[config.mk]
export PLATFORM = sky130hd
export DESIGN_NAME = mcyc_clkgen
export DESIGN_NICKNAME = d
export VERILOG_FILES = /design/src/rtl/mcyc_pkg.sv /design/src/rtl/mcyc_phase.sv /design/src/rtl/mcyc_outs.sv /design/src/rtl/mcyc_clkgen.sv
export SDC_FILE = /design/constraint.sdc
export NUM_CORES = 1
export LEC_CHECK = 0
export ABC_AREA = 1
export BUFFER_PORTS_ARGS = -buffer_cell sky130_fd_sc_hd__buf_2
export CAP_MARGIN = 0
export CORE_AREA = 5 5 42 44
export CTS_CLUSTER_DIAMETER = 30
export DETAILED_ROUTE_END_ITERATION = 6
export DIE_AREA = 0 0 47 49
export PLACE_DENSITY = 0.6
export SKIP_LAST_GASP = 1
export SLEW_MARGIN = 20
export SYNTH_ARGS = -nofsm -noshare
export SYNTH_HDL_FRONTEND = slang
export SYNTH_HIERARCHICAL = 1
export SYNTH_SLANG_ARGS = --single-unit
[constraint.sdc]
create_clock -name osc -period 3.9 [get_ports osc]
set_input_delay 0.78 -clock osc [delete_from_list [all_inputs] [get_ports osc]]
set_output_delay 0.78 -clock osc [all_outputs]
set_load 0.02 [all_outputs]
[src/rtl/mcyc_pkg.sv]
package mcyc_pkg;

    typedef enum logic [1:0] {
        CK_EXT    = 2'd0,
        CK_INT    = 2'd1,
        CK_BRANCH = 2'd2,
        CK_IIO    = 2'd3
    } cyc_kind_e;

    // base lengths in oscillator periods
    localparam int unsigned LEN_EXT    = 5;
    localparam int unsigned LEN_INT    = 5;
    localparam int unsigned LEN_BRANCH = 6;
    localparam int unsigned LEN_IIO    = 6;
    localparam int unsigned LEN_MAX    = 6;
    localparam int unsigned PH_W       = $clog2(LEN_MAX);

    typedef logic [PH_W-1:0] phase_t;

    typedef struct packed {
        phase_t    ph;
        cyc_kind_e kind;
    } seq_state_t;

    // index of the final period of a cycle before any wait
    function automatic phase_t last_phase(input cyc_kind_e k);
        case (k)
            CK_EXT:    return phase_t'(LEN_EXT - 1);
            CK_INT:    return phase_t'(LEN_INT - 1);
            CK_BRANCH: return phase_t'(LEN_BRANCH - 1);
            default:   return phase_t'(LEN_IIO - 1);
        endcase
    endfunction

endpackage

[src/rtl/mcyc_phase.sv]
module mcyc_phase
    import mcyc_pkg::*;
(
    input  logic      clk,
    input  logic      rst,
    input  cyc_kind_e kind_in,
    input  logic      rdy_n,
    input  logic      irdy_n,
    output phase_t    ph_nxt
);

    seq_state_t st_q;
    seq_state_t st_d;
    logic       ready_ok;
    logic       at_last;
    logic       end_now;

    always_comb begin
        case (st_q.kind)
            CK_EXT:  ready_ok = !rdy_n;
            CK_IIO:  ready_ok = !irdy_n;
            default: ready_ok = 1'b1;
        endcase
        at_last = (st_q.ph == last_phase(st_q.kind));
        end_now = at_last && ready_ok;
        st_d    = st_q;
        if (end_now) begin
            st_d.ph   = '0;
            st_d.kind = kind_in;
        end else if (!at_last) begin
            st_d.ph = st_q.ph + phase_t'(1);
        end
    end

    always_ff @(posedge clk) begin
        if (rst) begin
            st_q.ph   <= '0;
            st_q.kind <= kind_in;
        end else begin
            st_q <= st_d;
        end
    end

    assign ph_nxt = rst ? '0 : st_d.ph;

    AST_KIND_HELD: assert property (@(posedge clk) disable iff (rst)
        (st_q.ph != '0) |-> (st_q.kind == $past(st_q.kind)));
    AST_EXT_WAIT: assert property (@(posedge clk) disable iff (rst)
        (st_q.kind == CK_EXT && st_q.ph == last_phase(CK_EXT) && rdy_n)
        |=> (st_q.ph == last_phase(CK_EXT)));
    AST_INT_NO_WAIT: assert property (@(posedge clk) disable iff (rst)
        (st_q.kind == CK_INT && st_q.ph == last_phase(CK_INT))
        |=> (st_q.ph == '0));
    AST_IIO_READY: assert property (@(posedge clk) disable iff (rst)
        (st_q.kind == CK_IIO && st_q.ph == last_phase(CK_IIO) && !irdy_n)
        |=> (st_q.ph == '0));

endmodule

[src/rtl/mcyc_outs.sv]
module mcyc_outs
    import mcyc_pkg::*;
#(
    parameter int unsigned SYNC_LOW = 2,
    parameter int unsigned PRE_LOW  = 2
) (
    input  logic   clk,
    input  logic   rst,
    input  phase_t ph_nxt,
    input  logic   pause_n,
    input  logic   hold_ack_n,
    output logic   sync_n,
    output logic   iu_sync_n,
    output logic   sys_clk_n,
    output logic   prechg_n
);

    localparam phase_t SYNC_EDGE = phase_t'(SYNC_LOW);
    localparam phase_t PRE_EDGE  = phase_t'(PRE_LOW);

    logic run;
    logic sync_hi;
    logic pre_hi;

    always_comb begin
        run     = pause_n & hold_ack_n;
        sync_hi = (ph_nxt >= SYNC_EDGE);
        pre_hi  = (ph_nxt >= PRE_EDGE);
    end

    always_ff @(posedge clk) begin
        if (rst) begin
            sync_n    <= 1'b0;
            iu_sync_n <= 1'b0;
            sys_clk_n <= 1'b0;
            prechg_n  <= 1'b0;
        end else begin
            sync_n    <= sync_hi;
            iu_sync_n <= sync_hi;
            sys_clk_n <= run & sync_hi;
            prechg_n  <= run & pre_hi;
        end
    end

    AST_IU_COPY: assert property (@(posedge clk) disable iff (rst)
        iu_sync_n == sync_n);
    AST_SYS_FROZEN: assert property (@(posedge clk) disable iff (rst)
        (!pause_n || !hold_ack_n) |=> !sys_clk_n);
    AST_PRE_FROZEN: assert property (@(posedge clk) disable iff (rst)
        (!pause_n || !hold_ack_n) |=> !prechg_n);
    AST_RESET_LOW: assert property (@(posedge clk)
        rst |=> (!sync_n && !sys_clk_n && !prechg_n && !iu_sync_n));

endmodule

[src/rtl/mcyc_clkgen.sv]
module mcyc_clkgen
    import mcyc_pkg::*;
#(
    parameter int unsigned SYNC_LOW = 2,
    parameter int unsigned PRE_LOW  = 2
) (
    input  logic       osc,
    input  logic       rst,
    input  logic [1:0] cyc_kind,
    input  logic       rdy_n,
    input  logic       irdy_n,
    input  logic       pause_n,
    input  logic       hold_ack_n,
    output logic       sync_n,
    output logic       iu_sync_n,
    output logic       sys_clk_n,
    output logic       prechg_n
);

    phase_t ph_nxt;

    mcyc_phase u_phase (
        .clk     (osc),
        .rst     (rst),
        .kind_in (cyc_kind_e'(cyc_kind)),
        .rdy_n   (rdy_n),
        .irdy_n  (irdy_n),
        .ph_nxt  (ph_nxt)
    );

    mcyc_outs #(
        .SYNC_LOW (SYNC_LOW),
        .PRE_LOW  (PRE_LOW)
    ) u_outs (
        .clk        (osc),
        .rst        (rst),
        .ph_nxt     (ph_nxt),
        .pause_n    (pause_n),
        .hold_ack_n (hold_ack_n),
        .sync_n     (sync_n),
        .iu_sync_n  (iu_sync_n),
        .sys_clk_n  (sys_clk_n),
        .prechg_n   (prechg_n)
    );

endmodule

---- Word level (Yosys, flattened, before mapping) ----
Index checks and enable logic that the tools add are counted.
word-level totals
  flip-flop bits (word level) ............. 7
  input bits .............................. 8
cells by class
  add/sub/neg operators ................... 1
  $lt $le $gt $ge ......................... 1
  equal/unequal tests ..................... 3
  mux-type cells .......................... 7
  bitwise operators ....................... 2
  reduce and logical (&&, ||, !) cells .... 6
operator list
  kind                 number
  $mux 3               3
  $mux 2               2
  $add 3x1->3 const B  1
  $eq 3x3->1           1
  $ge 3x2->1 const B   1
  $and 1x1->1          2
  $eq 2x1->1 const B   1
  $eq 2x2->1 const B   1
  $logic_not 1->1      2
  $logic_not 2->1      1
  $pmux 1 s2           1
  $reduce_bool 2->1    1
  $reduce_or 2->1      1
  $logic_and 1x1->1    1
  $mux 1               1

---- Logic depth before layout (Yosys ltp) ----
  word-level depth ........................ 9
  depth in mapped cells ................... 10

---- Cells and area by module ----
Netlist, hierarchy kept.
modules (own cells, without submodules)
  module      instances  cells an instance  area an instance (um^2)  sequential area each (um^2)
  mcyc_phase  1          40                 314.1                    120.1
  mcyc_outs   1          9                  78.8                     40.0

---- Worst setup path after synthesis ----
Ideal clock, no wire load.
  kind .................................... input to register
  start point ............................. input port irdy_n
  end point ............................... register u_outs.prechg_n
  library setup time ...................... 0.114 ns
  data arrival time ....................... 1.314 ns
  data required time ...................... 3.786 ns
  setup slack ............................. 2.471 ns
  stages on the path ...................... 8
  path buffers ............................ 0
  path through ............................ inv_1 > nand2_1 > nand3_1 > nand3_1 > nand2_2 > nor2_1 > o21ai_2 > nor2_1
between the ends
  cells in the longest elaborated chain, start to end .. 7
RTL lines
  element               line               RTL
  from (decl)           mcyc_clkgen.sv:11  input logic irdy_n,
  $logic_not 1->1       mcyc_phase.sv:21   CK_IIO: ready_ok = !irdy_n;
  $pmux 1 s2            mcyc_phase.sv:19   case (st_q.kind)
  $logic_and 1x1->1     mcyc_phase.sv:25   end_now = at_last && ready_ok;
  $mux 3                mcyc_phase.sv:27   if (end_now) begin
  $mux 3                mcyc_phase.sv:44   assign ph_nxt = rst ? '0 : st_d.ph;
  named net ph_nxt[2]   mcyc_clkgen.sv:20  phase_t ph_nxt;
  $ge 3x2->1            mcyc_outs.sv:28    pre_hi = (ph_nxt >= PRE_EDGE);
  $and 1x1->1           mcyc_outs.sv:41    prechg_n <= run & pre_hi;
  to (signal assigned)  mcyc_outs.sv:41
  to (decl)             mcyc_outs.sv:15    output logic prechg_n
The timed path passes the listed nets, and every way through them passes these cells.
A chain may end at the register's enable or synchronous reset.

==> impl_metrics.tcl <==
set metrics [dict create \
    outcome "complete, no violations" \
    syn_avg_cell_area_um2 8.11 \
    slowest_delay_ns 0.33 \
    cts_tree "built" \
    fin_skew_ns 0.000681 \
    htree_levels 1 \
    rows 14 \
    max_freq_mhz 661 \
    grt_pass1_vias 284 \
    routed_wl_um 601 \
    wl_met3_um 75 \
    gr-total-overflow 0 \
    syn_to_final_growth_pct 22.2 \
    wl_met2_um 260 \
    cap_violations 0 \
    io_pins 12 \
    drt_iter0_drc 2 \
    post-route-util 0.339 \
    end_kind "output port" \
    port_buffers 11 \
    cts_buffers 3 \
    clock_path_buffers 2 \
    vias 284 \
    rsz0062_at_grt "no" \
    cts-hold-fix-buffers 0 \
    antenna_found_initial 0 \
    cts-resized-gates 0 \
    grt_max_degree 6 \
    start_util 0.278 \
    die_area_mm2 0.00230 \
    min_period_ns 1.51 \
    die_h_um 49 \
    drt-wirelength-per-cell_um 7.81 \
    grt_pass1_wl_um 1030 \
    antennaDiodeCount 0 \
    postRouteAntennaNets 0 \
    synth_cells 48 \
    critical_path_class "register to output port" \
    finalMaxSlewViolations 0 \
    cp-start-kind "register" \
    fin_setup_tns_ns 0 \
    nets 74 \
    leakagePower_nw 0.271 \
    clk_latency_ns 0.24 \
    hpwl_um 511 \
    power_density_mw_per_mm2 512 \
    vias_per_cell 3.69 \
    finalCritPeriodShare 0.388 \
    m1WireLength_um 265 \
    slew_headroom 0.892 \
    cp_cell_sequence "buf_2" \
    synth_area_um2 389 \
    clock-sinks 7 \
    ys_warn_count 6 \
    worst_slew_pin_slew_ns 0.161 \
    min_path_type "register to register" \
    ir_worst_vdd_mv 0.215 \
    critPathRequiredTime_ns 3.12 \
    setup_violations 0 \
    grt_usage 0.0637 \
    clk_pin_slew_worst_paths_ns 0.05 \
    hold_viol_final 0 \
    synth_fp_nets 60 \
    root_buffer "clkbuf_4" \
    die_w_um 47 \
    dr.max_layer_used "met3" \
    core-area_mm2 0.00140 \
    gp_congestion 0.720 \
    worstPathArrival_ns 0.73 \
    path_max_fanout 2 \
    fillers 154 \
    slowest_stage "dfxtp_1" \
    cpLargestDelayFamily "flip-flops" \
    path_buf_inv 1 \
    post-route-drc-count 0 \
    drt_pre_antenna_iters 2 \
    drive_gt1_frac 0.311 \
    cts_setup_buffers 0 \
]
==> worst min-delay path, cell delays in order, from the launching register on <==
cell	delay [ns]
dfxtp_1	0.33
ha_1	0.12
nand3_1	0.09
inv_1	0.06
==> power breakdown <==
part | switching, mW | total [mW] | internal [mW] | leakage, nW
combinational | 0.0470 | 0.0796 | 0.0326 | 0.196
clock | 0.0225 | 0.0613 | 0.0388 | 0.0150
sequential | 0.0109 | 0.102 | 0.0914 | 0.0608
==> state kept, by name, summed over array words and instances (netlist names) <==
signal	cells
u_outs/iu_sync_n	1
u_outs/prechg_n	1
u_phase/st_q	5
==> final timing paths <==
path | end | start | slack (ns) | cells past startpoint
max reg2reg | u_outs/prechg_n$_SDFF_PP0_ | u_phase/st_q[0]$_DFFE_PP_ | 2.47 | 9
min | u_phase/st_q[3]$_SDFF_PP0_ | u_phase/st_q[3]$_SDFF_PP0_ | 0.62 | 3
max | sys_clk_n | u_outs/prechg_n$_SDFF_PP0_ | 2.39 | 1
min reg2reg | u_phase/st_q[3]$_SDFF_PP0_ | u_phase/st_q[3]$_SDFF_PP0_ | 0.62 | 3
==> layout by cell type (no fill, tap or decap), types with 2 or more instances in the layout <==
master	n
nor2_1	4
ha_1	4
buf_2	11
clkbuf_4	3
o21ai_2	2
dfxtp_1	5
nand3_1	3
edfxtp_1	2
nand2_2	2
inv_1	13
nand2_1	6
==> metal layers <==
metal | vias up | global-route usage
li1 | 166 | -
met1 | 106 | 0.0804
met2 | 12 | 0.0814
met3 | 0 | 0.0332
met4 | 0 | 0.0415
met5 | - | 0
==> layout make-up <==
| type | count | area (µm²) | share of cell area |
|---|---|---|---|
| timing repair buffer | 11 | 55.1 | 0.116 |
| clock buffer | 4 | 26.3 | 0.0553 |
| tap | 16 | 20.0 | 0.0421 |
| inverter | 13 | 48.8 | 0.103 |
| sequential | 7 | 160 | 0.337 |
| multi-input combinational | 26 | 165 | 0.347 |
==> per-stage QoR <==
| step | hold WS, ns | area (µm²) | setup slack, ns | power (mW) | std cells |
|---|---|---|---|---|---|
| 2_1_floorplan | 0.554 | 389 | 2.48 | 0.169 | 48 |
| 3_3_place_gp | 0.598 | 449 | 2.29 | 0.183 | 73 |
| 3_5_place_dp | 0.616 | 449 | 2.28 | 0.184 | 73 |
| 4_1_cts | 0.629 | 475 | 2.38 | 0.248 | 77 |
| 5_1_grt | 0.697 | 475 | 2.32 | 0.267 | 77 |
| 6_report | 0.619 | 475 | 2.39 | 0.243 | 77 |
Note: power is estimated with default switching activity, not from simulation.
